### config.mk
export PLATFORM = sky130hd
export DESIGN_NAME = wcb_arbiter
export DESIGN_NICKNAME = d
export VERILOG_FILES = /design/src/rtl/wcb_pkg.sv /design/src/rtl/wcb_credit_bank.sv /design/src/rtl/wcb_age_tracker.sv /design/src/rtl/wcb_pick.sv /design/src/rtl/wcb_arbiter.sv
export SDC_FILE = /design/constraint.sdc
export NUM_CORES = 1
export LEC_CHECK = 0
export CAP_MARGIN = 20
export CORE_ASPECT_RATIO = 1.2
export CORE_MARGIN = 3
export CORE_UTILIZATION = 60
export CTS_CLUSTER_DIAMETER = 40
export DETAILED_ROUTE_END_ITERATION = 12
export PLACE_DENSITY_LB_ADDON = 0.1
export SETUP_SLACK_MARGIN = 0.02
export SYNTH_ARGS = -nofsm -noshare
export SYNTH_HDL_FRONTEND = slang
export SYNTH_SLANG_ARGS = --single-unit
### constraint.sdc
create_clock -name clk -period 12.9 [get_ports clk]
set_clock_uncertainty 0.05 [all_clocks]
set_input_delay 2.58 -clock clk [delete_from_list [all_inputs] [get_ports clk]]
set_output_delay 2.58 -clock clk [all_outputs]
set_load 0.005 [all_outputs]
### src/rtl/wcb_pkg.sv
package wcb_pkg;
    localparam int NCLI   = 5;
    localparam int FIXED  = 2;
    localparam int NPROG  = NCLI - FIXED;
    localparam int IDX_W  = $clog2(NCLI);
    localparam int PIDX_W = $clog2(NPROG);

    typedef enum logic [1:0] {
        TALLY_FRESH = 2'd0,
        TALLY_ONE   = 2'd1,
        TALLY_TWO   = 2'd2
    } tally_e;

    typedef enum logic [2:0] {
        SRC_NONE   = 3'd0,
        SRC_TOP    = 3'd1,
        SRC_SECOND = 3'd2,
        SRC_CREDIT = 3'd3,
        SRC_AGE    = 3'd4,
        SRC_PARK   = 3'd5
    } src_e;
endpackage

### src/rtl/wcb_credit_bank.sv
module wcb_credit_bank
    import wcb_pkg::*;
#(
    parameter int               CW         = 4,
    parameter logic [NPROG*CW-1:0] RST_WEIGHT = 'h123
) (
    input  logic                clk,
    input  logic                rst_n,
    input  logic                cfg_we,
    input  logic [NPROG*CW-1:0] cfg_wdata,
    input  logic [NPROG-1:0]    take,
    input  logic                reload,
    output logic [NPROG*CW-1:0] cnt_flat,
    output logic [NPROG*CW-1:0] wgt_flat,
    output logic [NPROG-1:0]    cnt_zero,
    output logic                all_zero_nxt
);
    logic [NPROG-1:0] nxt_zero;

    for (genvar i = 0; i < NPROG; i++) begin : g_cli
        logic [CW-1:0] wgt_q;
        logic [CW-1:0] cnt_q;
        logic [CW-1:0] cnt_nxt;

        always_comb begin
            cnt_nxt = cnt_q;
            if (take[i] && (cnt_q != '0)) begin
                cnt_nxt = cnt_q - CW'(1);
            end
        end

        always_ff @(posedge clk or negedge rst_n) begin
            if (!rst_n) begin
                wgt_q <= RST_WEIGHT[i*CW +: CW];
            end else if (cfg_we) begin
                wgt_q <= cfg_wdata[i*CW +: CW];
            end
        end

        always_ff @(posedge clk or negedge rst_n) begin
            if (!rst_n) begin
                cnt_q <= RST_WEIGHT[i*CW +: CW];
            end else if (reload) begin
                cnt_q <= wgt_q;
            end else begin
                cnt_q <= cnt_nxt;
            end
        end

        assign cnt_flat[i*CW +: CW] = cnt_q;
        assign wgt_flat[i*CW +: CW] = wgt_q;
        assign cnt_zero[i]          = (cnt_q == '0);
        assign nxt_zero[i]          = (cnt_nxt == '0);
    end

    assign all_zero_nxt = &nxt_zero;
endmodule

### src/rtl/wcb_age_tracker.sv
module wcb_age_tracker
    import wcb_pkg::*;
#(
    parameter int AGE_W = 5
) (
    input  logic                   clk,
    input  logic                   rst_n,
    input  logic [NPROG-1:0]       req,
    input  logic [NPROG-1:0]       granted,
    output logic [NPROG*AGE_W-1:0] age_flat
);
    localparam logic [AGE_W-1:0] AGE_MAX = '1;

    for (genvar i = 0; i < NPROG; i++) begin : g_age
        logic [AGE_W-1:0] age_q;

        always_ff @(posedge clk or negedge rst_n) begin
            if (!rst_n) begin
                age_q <= '0;
            end else if (req[i] && !granted[i]) begin
                if (age_q != AGE_MAX) begin
                    age_q <= age_q + AGE_W'(1);
                end
            end else begin
                age_q <= '0;
            end
        end

        assign age_flat[i*AGE_W +: AGE_W] = age_q;
    end
endmodule

### src/rtl/wcb_pick.sv
module wcb_pick
    import wcb_pkg::*;
#(
    parameter int CW    = 4,
    parameter int AGE_W = 5
) (
    input  logic [NPROG-1:0]       req,
    input  logic [NPROG*CW-1:0]    cnt_flat,
    input  logic [NPROG*AGE_W-1:0] age_flat,
    output logic                   credit_hit,
    output logic [PIDX_W-1:0]      credit_idx,
    output logic                   age_hit,
    output logic [PIDX_W-1:0]      age_idx
);
    logic [CW-1:0]    best_cnt;
    logic [AGE_W-1:0] best_age;

    always_comb begin
        credit_hit = 1'b0;
        credit_idx = '0;
        best_cnt   = '0;
        for (int i = 0; i < NPROG; i++) begin
            if (req[i] && (cnt_flat[i*CW +: CW] != '0) &&
                (!credit_hit || (cnt_flat[i*CW +: CW] > best_cnt))) begin
                credit_hit = 1'b1;
                credit_idx = PIDX_W'(i);
                best_cnt   = cnt_flat[i*CW +: CW];
            end
        end
    end

    always_comb begin
        age_hit  = 1'b0;
        age_idx  = '0;
        best_age = '0;
        for (int i = 0; i < NPROG; i++) begin
            if (req[i] && (!age_hit || (age_flat[i*AGE_W +: AGE_W] > best_age))) begin
                age_hit  = 1'b1;
                age_idx  = PIDX_W'(i);
                best_age = age_flat[i*AGE_W +: AGE_W];
            end
        end
    end
endmodule

### src/rtl/wcb_arbiter.sv
module wcb_arbiter
    import wcb_pkg::*;
#(
    parameter int                  CW         = 4,
    parameter int                  AGE_W      = 5,
    parameter logic [NPROG*CW-1:0] RST_WEIGHT = 'h123
) (
    input  logic                clk,
    input  logic                rst_n,
    input  logic [NCLI-1:0]     req_i,
    input  logic                cfg_we_i,
    input  logic [NPROG*CW-1:0] cfg_weight_i,
    input  logic                park_en_i,
    input  logic [IDX_W-1:0]    park_sel_i,
    output logic [NCLI-1:0]     gnt_o
);
    logic [NPROG*CW-1:0]    cnt_flat;
    logic [NPROG*CW-1:0]    wgt_flat;
    logic [NPROG*AGE_W-1:0] age_flat;
    logic [NPROG-1:0]       req_prog;
    logic [NPROG-1:0]       prog_take;
    logic [NPROG-1:0]       cnt_zero;
    logic                   credit_hit;
    logic                   age_hit;
    logic [PIDX_W-1:0]      credit_idx;
    logic [PIDX_W-1:0]      age_idx;
    logic                   all_zero_nxt;
    logic                   zero_gnt;
    logic                   reload;
    logic                   tally_full;
    tally_e                 state_q;
    tally_e                 state_d;
    src_e                   src;

    assign req_prog = req_i[NCLI-1:FIXED];

    wcb_pick #(.CW(CW), .AGE_W(AGE_W)) u_pick (
        .req        (req_prog),
        .cnt_flat   (cnt_flat),
        .age_flat   (age_flat),
        .credit_hit (credit_hit),
        .credit_idx (credit_idx),
        .age_hit    (age_hit),
        .age_idx    (age_idx)
    );

    // Output process: grant decision in priority order
    always_comb begin
        gnt_o = '0;
        src   = SRC_NONE;
        if (!rst_n) begin
            src = SRC_NONE;
        end else if (req_i[0]) begin
            gnt_o[0] = 1'b1;
            src      = SRC_TOP;
        end else if (req_i[1]) begin
            gnt_o[1] = 1'b1;
            src      = SRC_SECOND;
        end else if (credit_hit) begin
            for (int i = 0; i < NPROG; i++) begin
                if (credit_idx == PIDX_W'(i)) gnt_o[FIXED+i] = 1'b1;
            end
            src = SRC_CREDIT;
        end else if (age_hit) begin
            for (int i = 0; i < NPROG; i++) begin
                if (age_idx == PIDX_W'(i)) gnt_o[FIXED+i] = 1'b1;
            end
            src = SRC_AGE;
        end else if (park_en_i) begin
            for (int k = 0; k < NCLI; k++) begin
                if (park_sel_i == IDX_W'(k)) gnt_o[k] = 1'b1;
            end
            src = SRC_PARK;
        end
    end

    assign prog_take  = gnt_o[NCLI-1:FIXED] & req_prog;
    assign zero_gnt   = (src == SRC_AGE) && |(prog_take & cnt_zero);
    assign tally_full = (state_q == TALLY_TWO);
    assign reload     = all_zero_nxt || (zero_gnt && tally_full);

    // Next-state process: tally of exhausted grants
    always_comb begin
        state_d = state_q;
        if (reload) begin
            state_d = TALLY_FRESH;
        end else if (zero_gnt) begin
            unique case (state_q)
                TALLY_FRESH: state_d = TALLY_ONE;
                TALLY_ONE:   state_d = TALLY_TWO;
                TALLY_TWO:   state_d = TALLY_FRESH;
                default:     state_d = TALLY_FRESH;
            endcase
        end
    end

    // State register
    always_ff @(posedge clk or negedge rst_n) begin
        if (!rst_n) begin
            state_q <= TALLY_FRESH;
        end else begin
            state_q <= state_d;
        end
    end

    wcb_credit_bank #(.CW(CW), .RST_WEIGHT(RST_WEIGHT)) u_bank (
        .clk          (clk),
        .rst_n        (rst_n),
        .cfg_we       (cfg_we_i),
        .cfg_wdata    (cfg_weight_i),
        .take         (prog_take),
        .reload       (reload),
        .cnt_flat     (cnt_flat),
        .wgt_flat     (wgt_flat),
        .cnt_zero     (cnt_zero),
        .all_zero_nxt (all_zero_nxt)
    );

    wcb_age_tracker #(.AGE_W(AGE_W)) u_age (
        .clk      (clk),
        .rst_n    (rst_n),
        .req      (req_prog),
        .granted  (prog_take),
        .age_flat (age_flat)
    );
endmodule

==> metrics, run 1 <==
M1 WL=between 2 and 3 mm; Fin Setup TNS=0 ps; gr usage total=22.7%; Post-Syn Instances=roughly 320; fin crit share=between 70 and 80%; status=finished, final reports clean; Port Buf Inserts=28; H-tree depth=2; Die Height=85.5 µm; Final setup viols=0; cts bufs inserted=5; Gates resized, CTS repair=0; post-DR vias/cell=about 6; post-synthesis cell area=approximately 3200 µm²; pwr dens=between 150 and 200 nW/µm²; DR WL/cell=15.6 µm; Root Driver=clkbuf_8; share of layout cells above drive strength 1=between 10% and 20%; Cell Rows=28; fmax=~0.1 GHz; WP data required=10270 ps; hold_buf cts=0; via count of the first global-routing pass=2462; Final Hold Fails=0; drt pass-1 iters=4; Slew headroom=about a third; slowest stage delay, CP=approximately 900 ps; Antenna Cells=0; maximum root-to-sink buffer count=2; Iteration-0 DRC Markers=80; worst path cell trace=clkdlybuf4s50_1, inv_1, nor2_4, nand2_1, ha_1, nor2b_1, o21ai_1, a32o_2, nand2_1, nand2_1, nor2_1, a31oi_1, ha_1, and4_1, a211oi_2, a21boi_2, o21ai_0, a31oi_1, clkdlybuf4s50_1; Routed Antenna Nets=0; Critical Path Start Type=input pin; min Tclk post-route=9980 ps; Synth top cells by count=dfrtp_1 (33), nand2_1 (29), ha_1 (27), nor2_1 (25), inv_1 (22); Syn Nets=370; Synth top area share=a little over a quarter; top cell type by total area after synthesis=dfrtp_1; metal2 WL=3.53 mm; area delta synth->final=13.1%; WP data arrival=roughly 7400 ps; Worst-Skew Late Latency=roughly 300 ps; LEAKAGE=between 1.5 and 2 nW; Most common cell on crit path=nand2_1; max cap viols=0; clk sink count=41; Mean Syn Cell Area=approximately 10 µm²; initial antenna violation count=0; Worst-Margin Slew=around 980 ps; DRC Markers=0; RSZ-0062 raised after global routing=no; post-route cell area=3570 µm²; RePlAce Congestion=0.882; async set or reset register ratio after synthesis=100%; fin. max-slew vios=0; total congestion overflow=0; ys flop type=dfrtp_1; CTS tree=done; min-delay worst type=flop to flop; Slowest cell on crit path=clkdlybuf4s50_1; met3 WL post-DR=177 µm; first-pass GRT wire length=between 10 and 15 mm; Max Used Layer=met4; I/O pins=29; Cell Area, Placed=approximately 3500 µm²; detailed placer's ending HPWL=between 5 and 6 mm; Peak VDD IR=~0.11 mV; pin count of the biggest net entering global routing=46; Tot Pwr=0.572 mW; crit path capture type=output port; total number of vias=~2500; core area=around 5000 µm²; Synth area leaders=dfrtp_1 (26%), ha_1 (11%), dfstp_2 (6.7%); Worst Path Max Fanout=20; setup bufs post-CTS=0; count of flip-flops with a built-in enable after synthesis=0; sequential area share after synthesis=around a third; Seq cells post-synth=41; most numerous cell in the Yosys netlist=dfrtp_1; nets=400; Distinct cells, synth=69; final wirelength=about 6.4 mm; warnings from Yosys=0; Clk pin slew, worst setup/hold paths=80 ps; Initial Utilization=roughly 63%; full die area=between 6000 and 7000 µm²; Crit Path Class=input pin to output port; Die Width=72.2 µm
==> power by group <==
group / total [mW] / leakage, nW / internal [mW] / switching, mW
registers: 0.195 / 0.506 / 0.162 / 0.0329
clock network: 0.0849 / 0.0424 / 0.0387 / 0.0462
logic: 0.292 / 1.01 / 0.133 / 0.159
==> logic make-up after synthesis <==
kind of cell,Yosys count,synth area share [%]
AO/OA/AOI/OAI,67,16.2
buffers and inverters,27,3.29
flip-flops,41,32.8
adder cells (fa/ha/maj),27,10.7
AND/OR/NAND/NOR,112,21.3
multiplexers,29,11.0
XOR/XNOR,16,4.68
==> stage by stage <==
stage          hold WS (ps)  cells  setup WS [ps]  utilization [%]
2_1_floorplan           420    319           4650                -
3_3_place_gp            437    402           3120             69.6
3_5_place_dp            441    402           2980             69.6
4_1_cts                 460    410           2970             71.3
5_1_grt                 475    410           2520             71.3
6_report                456    410           2920             71.3
==> state kept, by name (all words and copies together) (netlist names) <==
name and cells:
u_age.g_age.age_q 15, state_q 2, u_bank.g_cli.wgt_q 12, u_bank.g_cli.cnt_q 12
==> area by class of cell <==
cell class                      instances  area (µm²)
Clock buffer                            7        76.3
Clock inverter                          1        8.76
Fill cell                             422        1440
Inverter                               22        82.6
Multi-Input combinational cell        251        2020
Sequential cell                        41        1040
Tap cell                               60        75.1
Timing Repair Buffer                   28         275
==> path summary, 6_finish.rpt <==
path                                          start                       end  slack [ps]  cells after the start
max                                        req_i[2]                  gnt_o[4]        2920                     19
min                        u_bank.g_cli[2].wgt_q[3]  u_bank.g_cli[2].cnt_q[3]         460                      1
max reg2reg                u_bank.g_cli[0].cnt_q[0]  u_bank.g_cli[2].cnt_q[1]        7320                     23
min reg2reg                u_bank.g_cli[2].wgt_q[3]  u_bank.g_cli[2].cnt_q[3]         460                      1
max in group asynchronous                     rst_n  u_bank.g_cli[2].cnt_q[3]        9800                      1
min in group asynchronous                     rst_n   u_age.g_age[2].age_q[0]        2370                      1
==> routing by layer <==
| metal | track usage, % | up-vias |
|---|---|---|
| met4 | 5.98 | 0 |
| met3 | 3.91 | 11 |
| met5 | 0 | - |
| li1 | - | 1212 |
| met2 | 42.5 | 48 |
| met1 | 26.0 | 1179 |
==> cells in the final DEF, fill, tap and decap left out, types with 5 or more instances in the layout <==
cell type / n
nand2_1: 29
xnor2_1: 10
xor2_1: 5
clkbuf_8: 5
a21oi_1: 13
nor2b_1: 5
inv_1: 22
ha_1: 27
o21ai_0: 12
nand3_1: 5
mux2_2: 10
a31oi_1: 9
mux2_4: 9
clkdlybuf4s50_1: 27
mux2i_1: 10
nand2b_1: 5
dfrtp_1: 33
nor2_1: 25
dfstp_2: 8
==> worst max-delay path: cells and delay by family <==
family                   cells  cell delay, ps
AO/OA/AOI/OAI                7            1250
adder cells (fa/ha/maj)      2             630
buffers and inverters        3            1700
AND/OR/NAND/NOR              7            1180
(Power assumes the default switching activity.)
==> run 2: changes to the inputs <==
- CORE_UTILIZATION: 60 -> 58
- clock period: 12.9 -> 10 ns (I/O delays scaled with it)
==> run 2 against run 1 <==
Core utilization shrank 0.98 points. Die area grew 3.2%. Power grew 29%. Clock power grew 27%. Sequential share of layout area is the same. Routed wire length shrank 1.3%. Setup slack lost 1800 ps.
==> metrics, run 2 (synthesis gave the netlist of run 1 again) <==
Filler cells=around 420; Die Width=~73 µm; post-route cell area=~3600 µm²; max cap viols=0; drt pass-1 iters=4; Critical Path Start Type=input pin; part of the power in combinational logic=about half; Net Switching=between 0.3 and 0.4 mW; Worst-Skew Late Latency=approximately 300 ps; most frequent cells in the layout=dfrtp_1 (33), nand2_1 (29), ha_1 (27), clkdlybuf4s50_1 (27), nor2_1 (25); Final Hold Fails=0; total number of vias=around 2400; via count of the first global-routing pass=around 2400; fmax=between 0.1 and 0.15 GHz; final core occ=between 70 and 80%; I/O pins=29; area delta synth->final=13.1%; setup bufs post-CTS=0; Reg with most FFs=u_age.g_age.age_q; WP data arrival=just under 7000 ps; min Tclk post-route=~8900 ps; Port Buf Inserts=28; LEAKAGE=roughly 1.6 nW; Clk pin slew, worst setup/hold paths=80 ps; RePlAce Congestion=0.887; Sequential Power Share=between 30% and 40%; RSZ-0062 raised after global routing=no; Clock Power Share=around 15%; H-tree depth=2; status=finished, final reports clean; placed cells=402; max reg flops=15; Root Driver=clkbuf_8; DRC Markers=0; Internal Pwr Total=between 0.4 and 0.5 mW; total congestion overflow=0; pin count of the biggest net entering global routing=46; min-delay worst type=flop to flop; most common cell after layout, fill and taps aside=dfrtp_1; final wirelength=6.30 mm; Routed Antenna Nets=0; core area=5080 µm²; Iteration-0 DRC Markers=between 90 and 100; share of layout cells above drive strength 1=19.1%; Peak VDD IR=about 0.12 mV; sw frac=41.4%; Worst Path Max Fanout=20; biggest regs=u_age.g_age.age_q (15), u_bank.g_cli.cnt_q (12), u_bank.g_cli.wgt_q (12); cts bufs inserted=5; DR WL/cell=15.4 µm; Cell Area, Placed=3490 µm²; Antenna Cells=0; full die area=6370 µm²; initial antenna violation count=0; CTS tree=done; Cell Rows=28; WP data required=about 8000 ps; Die Height=86.8 µm; fin. max-slew vios=0; fin crit share=between 80 and 90%; hold_buf cts=0; crit path capture type=output port; Tot Pwr=0.736 mW; maximum root-to-sink buffer count=2; Initial Utilization=62.1%; detailed placer's ending HPWL=between 4 and 5 mm; first-pass GRT wire length=10.6 mm; Post-Layout Cell Count=410; nets=400; Final setup viols=0; Gates resized, CTS repair=0; Slew headroom=a little under two fifths; gr usage total=around a fifth; Fin Setup TNS=0 ps; Worst-Margin Slew=approximately 940 ps; post-DR vias/cell=5.91; Crit Path Class=input pin to output port; pwr dens=206 nW/µm²; clk sink count=41
-- run 2: cell counts in the layout (fill, tap and decap cells not counted) --
No cell type changed its count.
-- run 2: area by class of cell --
type                    instances  area (µm²)  area share (%)
clock buffers                   7        76.3            2.14
clock inverters                 1        8.76           0.245
inverters                      22        82.6            2.31
multi-input cells             251        2020            56.5
flip-flops and latches         41        1040            29.0
well taps                      60        75.1            2.10
repair buffers                 28         275            7.71
-- run 2: worst paths after layout --
| kind | from | end | slack [ps] | depth (start not counted) |
|---|---|---|---|---|
| min | u_bank.g_cli[0].wgt_q[2] | u_bank.g_cli[0].cnt_q[2] | 460 | 1 |
| min in group asynchronous | rst_n | u_age.g_age[2].age_q[1] | 1790 | 1 |
| max in group asynchronous | rst_n | u_bank.g_cli[0].cnt_q[2] | 7520 | 1 |
| max | req_i[2] | gnt_o[4] | 1100 | 19 |
| max reg2reg | u_bank.g_cli[0].cnt_q[0] | u_bank.g_cli[2].cnt_q[2] | 4410 | 23 |
| min reg2reg | u_bank.g_cli[0].wgt_q[2] | u_bank.g_cli[0].cnt_q[2] | 460 | 1 |
-- run 2: stage by stage --
step	worst slack, ps	hold slack, ps
floorplan	2910	420
global placement	1370	437
detailed placement	1190	440
CTS	1140	458
global route	743	476
finish	1100	456
-- run 2: power by group through the flow --
stage | Clock, mW | Combinational, mW | Sequential, mW
floorplan | 0 | 0.301 | 0.241
global placement | 0 | 0.362 | 0.253
detailed placement | 0 | 0.373 | 0.254
CTS | 0.112 | 0.377 | 0.250
global route | 0.118 | 0.424 | 0.257
finish | 0.108 | 0.377 | 0.251
-- run 2: per-layer routing --
metal / GRT usage [%] / routed length [µm] / vias up
met5: 0 / 0 / -
met1: 23.9 / 2630 / 1151
met2: 40.2 / 3360 / 41
li1: - / - / 1220
met4: 7.74 / 130 / 0
met3: 3.13 / 176 / 12
-- run 2: worst max-delay path, stage by stage --
cell and delay, ps:
clkdlybuf4s50_1 900, inv_1 260, nor2_4 370, nand2_1 110, ha_1 290, nor2b_1 130, o21ai_1 110, a32o_2 210
nand2_1 110, nand2_1 190, nor2_1 60, a31oi_1 170, ha_1 280, and4_1 230, a211oi_2 220, a21boi_2 300
o21ai_0 140, a31oi_1 200, clkdlybuf4s50_1 540
==> run 3: changes to the inputs <==
- ABC_CLOCK_PERIOD_IN_PS: unset -> 10000
- SLEW_MARGIN: unset -> 20
==> results of run 3 <==
No change in the layout: final DEF, timing and power equal those of run 2.
